## config.mk

```make
export PLATFORM = sky130hd
export DESIGN_NAME = ctrl_reg_bank
export DESIGN_NICKNAME = d
export VERILOG_FILES = /design/src/rtl/ctrl_reg_bank.sv
export SDC_FILE = /design/constraint.sdc
export NUM_CORES = 2
export LEC_CHECK = 0
export ABC_AREA = 1
export BUFFER_PORTS_ARGS = -buffer_cell sky130_fd_sc_hd__buf_2
export CORE_AREA = 2 2 399 480
export CTS_CLUSTER_DIAMETER = 60
export DETAILED_ROUTE_END_ITERATION = 12
export DIE_AREA = 0 0 401 482
export SLEW_MARGIN = 20
export SYNTH_ARGS = -nofsm -noshare
export SYNTH_HDL_FRONTEND = slang
export SYNTH_SLANG_ARGS = --single-unit
```

## constraint.sdc

```tcl
create_clock -name clk -period 9.17 [get_ports clk]
set_input_delay 0.917 -clock clk [delete_from_list [all_inputs] [get_ports clk]]
set_output_delay 0.917 -clock clk [all_outputs]
set_load 0.01 [all_outputs]
```

## src/rtl/ctrl_reg_bank.sv

```systemverilog
module ctrl_reg_bank #(
  parameter int CNT_W = 32
) (
  input  logic        clk,
  input  logic        rst_n,
  input  logic        rd_en,
  input  logic [4:0]  rd_idx,
  output logic [63:0] rd_data,
  output logic        rd_fault,
  input  logic        wr_en,
  input  logic [4:0]  wr_idx,
  input  logic [63:0] wr_data,
  output logic        wr_fault,
  input  logic [63:0] exc_sum_set,
  input  logic [63:0] exc_mask_set,
  output logic        act_pulse,
  output logic [1:0]  act_code
);
  localparam int NSLOT = 32;
  localparam logic [4:0] CYC = 5'd5, XSUM = 5'd19, XMSK = 5'd20, INV_ALL = 5'd29, INV_PRC = 5'd30;

  logic [63:0]      bank [NSLOT];
  logic [CNT_W-1:0] live;

  function automatic logic [63:0] keep(input logic [4:0] i);
    case (i)
      5'd0, 5'd1, 5'd2, 5'd3, 5'd4, 5'd5: keep = '1;
      5'd6, 5'd7:   keep = 64'hf;
      5'd8:         keep = 64'h18;
      5'd10:        keep = 64'h7fff0;
      5'd11:        keep = 64'hff_ffff_0300;
      5'd12, 5'd13: keep = 64'hffff_ffff_c000_0000;
      5'd14:        keep = 64'h1ffb;
      5'd15, 5'd16: keep = 64'h3f;
      5'd17:        keep = 64'h7f0;
      5'd18:        keep = 64'hfe00_0000_0000_0000;
      default:      keep = '0;
    endcase
  endfunction

  function automatic logic can_rd(input logic [4:0] i);
    can_rd = (i <= 5'd24) && (i != 5'd9);
  endfunction

  function automatic logic can_wr(input logic [4:0] i);
    can_wr = (i <= 5'd30) && (i != 5'd9) && !(i >= 5'd21 && i <= 5'd24);
  endfunction

  wire rd_ok = rd_en && can_rd(rd_idx);
  wire wr_ok = wr_en && can_wr(wr_idx);
  wire [63:0] rd_val = (rd_idx == CYC) ? {bank[CYC][63:CNT_W], live} : bank[rd_idx];

  always_ff @(posedge clk) begin
    if (!rst_n) begin
      for (int k = 0; k < NSLOT; k++) bank[k] <= '0;
      live      <= '0;
      rd_data   <= '0;
      rd_fault  <= 1'b0;
      wr_fault  <= 1'b0;
      act_pulse <= 1'b0;
      act_code  <= 2'd0;
    end else begin
      live <= live + 1'b1;
      if (wr_ok) bank[wr_idx] <= wr_data & keep(wr_idx);
      bank[XSUM] <= ((wr_en && wr_idx == XSUM) ? 64'd0 : bank[XSUM]) | exc_sum_set;
      bank[XMSK] <= ((wr_en && wr_idx == XMSK) ? 64'd0 : bank[XMSK]) | exc_mask_set;
      rd_data   <= rd_ok ? rd_val : 64'd0;
      rd_fault  <= rd_en && !rd_ok;
      wr_fault  <= wr_en && !wr_ok;
      act_pulse <= wr_en && (wr_idx == INV_ALL || wr_idx == INV_PRC);
      act_code  <= !wr_en ? 2'd0 : (wr_idx == INV_ALL) ? 2'd1 : (wr_idx == INV_PRC) ? 2'd2 : 2'd0;
    end
  end

  assert_fault_zero_R8: assert property (@(posedge clk) disable iff (!rst_n)
    rd_fault |-> rd_data == 64'd0);

  assert_bad_write_keeps_R8: assert property (@(posedge clk) disable iff (!rst_n)
    wr_fault |-> (bank[0] == $past(bank[0]) && bank[6] == $past(bank[6]) &&
                  bank[18] == $past(bank[18]) && bank[21] == $past(bank[21])));

  assert_clear_then_set_R4: assert property (@(posedge clk) disable iff (!rst_n)
    ($past(rst_n) && $past(wr_en) && $past(wr_idx) == XSUM) |-> bank[XSUM] == $past(exc_sum_set));

  assert_pulse_coded_R10: assert property (@(posedge clk) disable iff (!rst_n)
    act_pulse |-> (act_code != 2'd0 && $past(wr_en)));

  assert_no_code_idle_R10: assert property (@(posedge clk) disable iff (!rst_n)
    !act_pulse |-> act_code == 2'd0);

  always @(posedge clk) begin
    if (rst_n) begin
      assert_trap_mask_R3: assert (bank[6][63:4] == '0 && bank[7][63:4] == '0);
      assert_ro_zero_R5: assert (bank[21] == '0 && bank[24] == '0);
    end
  end
endmodule

```

==> run metrics <==
CTS sink cnt=between 2k and 2.5k; Final min period=4.559 ns; setup bufs post-CTS=0; synthesized cell area=roughly 86000 um2; PortBufs=about 270; startpoint types=input pin; Pins Over Slew Limit=0; CTS tree=yes; final-report hold violation count=0; Worst Path Max Fanout=40; Overall Global Routing Usage=between 20% and 30%; area grow syn2layout=18.08%; CTS root buf=clkbuf_16; Num CTS Buffers=around 220; Die X-Extent=~400 um; DR WL/cell=approximately 23 um; relative slew slack=between 20% and 30%; first-pass GRT wire length=392.7 mm; nets=approximately 9.4k; Die H=between 400 and 500 um; routed wire length=roughly 270 mm; Cell Area, Placed=around 95000 um2; DR pass1 iterations=6; critical path's most frequent cell=buf_4; DRT iter0 DRCs=about 6.3k; die area=slightly below 200000 um2; Post-synth ARST share=0%; Fmax=roughly 0.22 GHz; share of layout cells above drive strength 1=under 10%; Synth cell types=40; Avg Cell Area, Syn=about 11 um2; grt ovf=0; Worst EP arrival=between 5 and 6 ns; Clock Tree Buf Depth=3; crit end category=flop; Non-Filler Instances=between 10k and 15k; commonest cells after routing, fill and taps aside=edfxtp_1 (1920), nand2_1 (1485), nor2_1 (1390); outcome=finished clean; Hold-fix buffers, CTS=0; Vias/cell=~5.2; core area=188700 um2; Final Instance Area=~100000 um2; vias in the first global route=between 50k and 60k; register area share after synthesis=between 70 and 80%; # rows=between 150 and 200; critical-path cell list=buf_4 -> nand2_1 -> nor3_4 -> nand4_1 -> nand2_4 -> buf_4; Post-Syn Instances=approximately 7.7k; Critical Setup Path Class=input pin to flop; most common cell after layout, fill and taps aside=edfxtp_1; Max-Cap Viols=0; Placed Cells=11.41k; final setup vio count=0; Initial Util=~46%; num ports=275; worst hold path class=input pin to flop; Placer Congestion=0.9074; clk_lat worst skew=0.87 ns; EDFF count, synth=approximately 1.9k; initial antenna violation count=7; setup TNS=0 ns; H-Tree Depth=4; Worst path max stage delay=0.90 ns; RSZ-0062 raised after global routing=no; clk_skew=~0.025 ns; leakage=0.03953 uW; ANT nets after route=0; WP data required=around 9.7 ns; Resized cells post-CTS=0; Final Cycle Share=a little under 50%; CTS clock-pin slew for the worst setup and hold paths=0.06 ns; Power Total=21940 uW; register bit total from synthesis=roughly 2.1k; Power per Cell Area=between 200 and 250 nW/um2; largest net degree at the start of global routing=roughly 190; DRC=0; hpwl dp=~160 mm; slowest CP cell=nand4_1; Ys Warns=0; vias=approximately 61k; worst slew pin tran=1.121 ns; Worst VDD drop=about 220 uV; prevailing post-synth register cell=edfxtp_1
registers in the layout, indices dropped and copies added, names as in the netlist:
| name | flops |
|---|---|
| act_code | 2 |
| act_pulse | 1 |
| bank | 2048 |
| live | 32 |
| rd_data | 64 |
| rd_fault | 1 |
| wr_fault | 1 |
area by class of cell:
type	instances	area, um2
multi-input cells	6067	26230
flip-flops and latches	2149	62240
clock buffers	306	6066
clock inverters	98	835.8
repair buffers	380	2277
diodes	4	10.01
fillers	16660	86680
well taps	2478	3100
inverters	340	1304
where the power goes:
| part | internal, uW | total (uW) | switching (uW) |
|---|---|---|---|
| registers | 11400 | 11600 | 197 |
| logic | 387 | 1680 | 1290 |
| clock network | 4860 | 8650 | 3800 |
| total | 16700 | 21900 | 5280 |
stage by stage:
step                util (%)  worst slack (ns)  hold WS (ns)
CTS                    54.07             4.749        0.1923
detailed placement     50.42             3.830        0.4667
global placement       50.42             3.919        0.4580
floorplan                  -             2.373        0.4297
finish                 54.08             4.611        0.2476
global route           54.07             4.437        0.2293
routing by layer:
metal / vias up / share of wire (%) / global-route usage, %
met5: - / 0.0048 / 0
met4: 2 / 4.0 / 10.84
met3: 449 / 7.7 / 3.720
met2: 2607 / 46 / 44.74
met1: 30050 / 42 / 38.04
li1: 28250 / - / -
cells by family after synthesis:
family	synth area share, %
AND/OR/NAND/NOR	16.29
flip-flops	72.01
AO/OA/AOI/OAI	7.692
buffers and inverters	3.913
XOR/XNOR	0.08107
adder cells (fa/ha/maj)	0.01447
other	0.004339
worst max-delay path, delay by kind of cell:
family / cells / cell delay [ns]
buffers and inverters: 2 / 1.34
and+or+nand+nor: 4 / 2.66
synthesized netlist by cell type, types with 129 or more instances:
cell type,number,area share (%)
nand3_1,411,2.4
o211ai_1,129,1.1
inv_1,332,1.4
a21oi_1,385,2.2
edfxtp_1,1920,67
o21ai_0,483,2.8
nor2_1,1392,6.0
dfxtp_1,229,5.3
nand2_1,1513,6.6
buf_2,150,0.87
nand4_1,135,0.98
clkbuf_1,254,1.1
final timing paths:
| kind | slack, ns | from | to | cells after the start |
|---|---|---|---|---|
| min | 0.25 | exc_mask_set[62] | bank[20][62] | 3 |
| max | 4.61 | rst_n | bank[18][58] | 6 |
| max reg2reg | 6.91 | live[0] | live[16] | 9 |
| min reg2reg | 0.48 | live[0] | live[0] | 1 |
No activity file was read; power rests on OpenSTA's default activity.
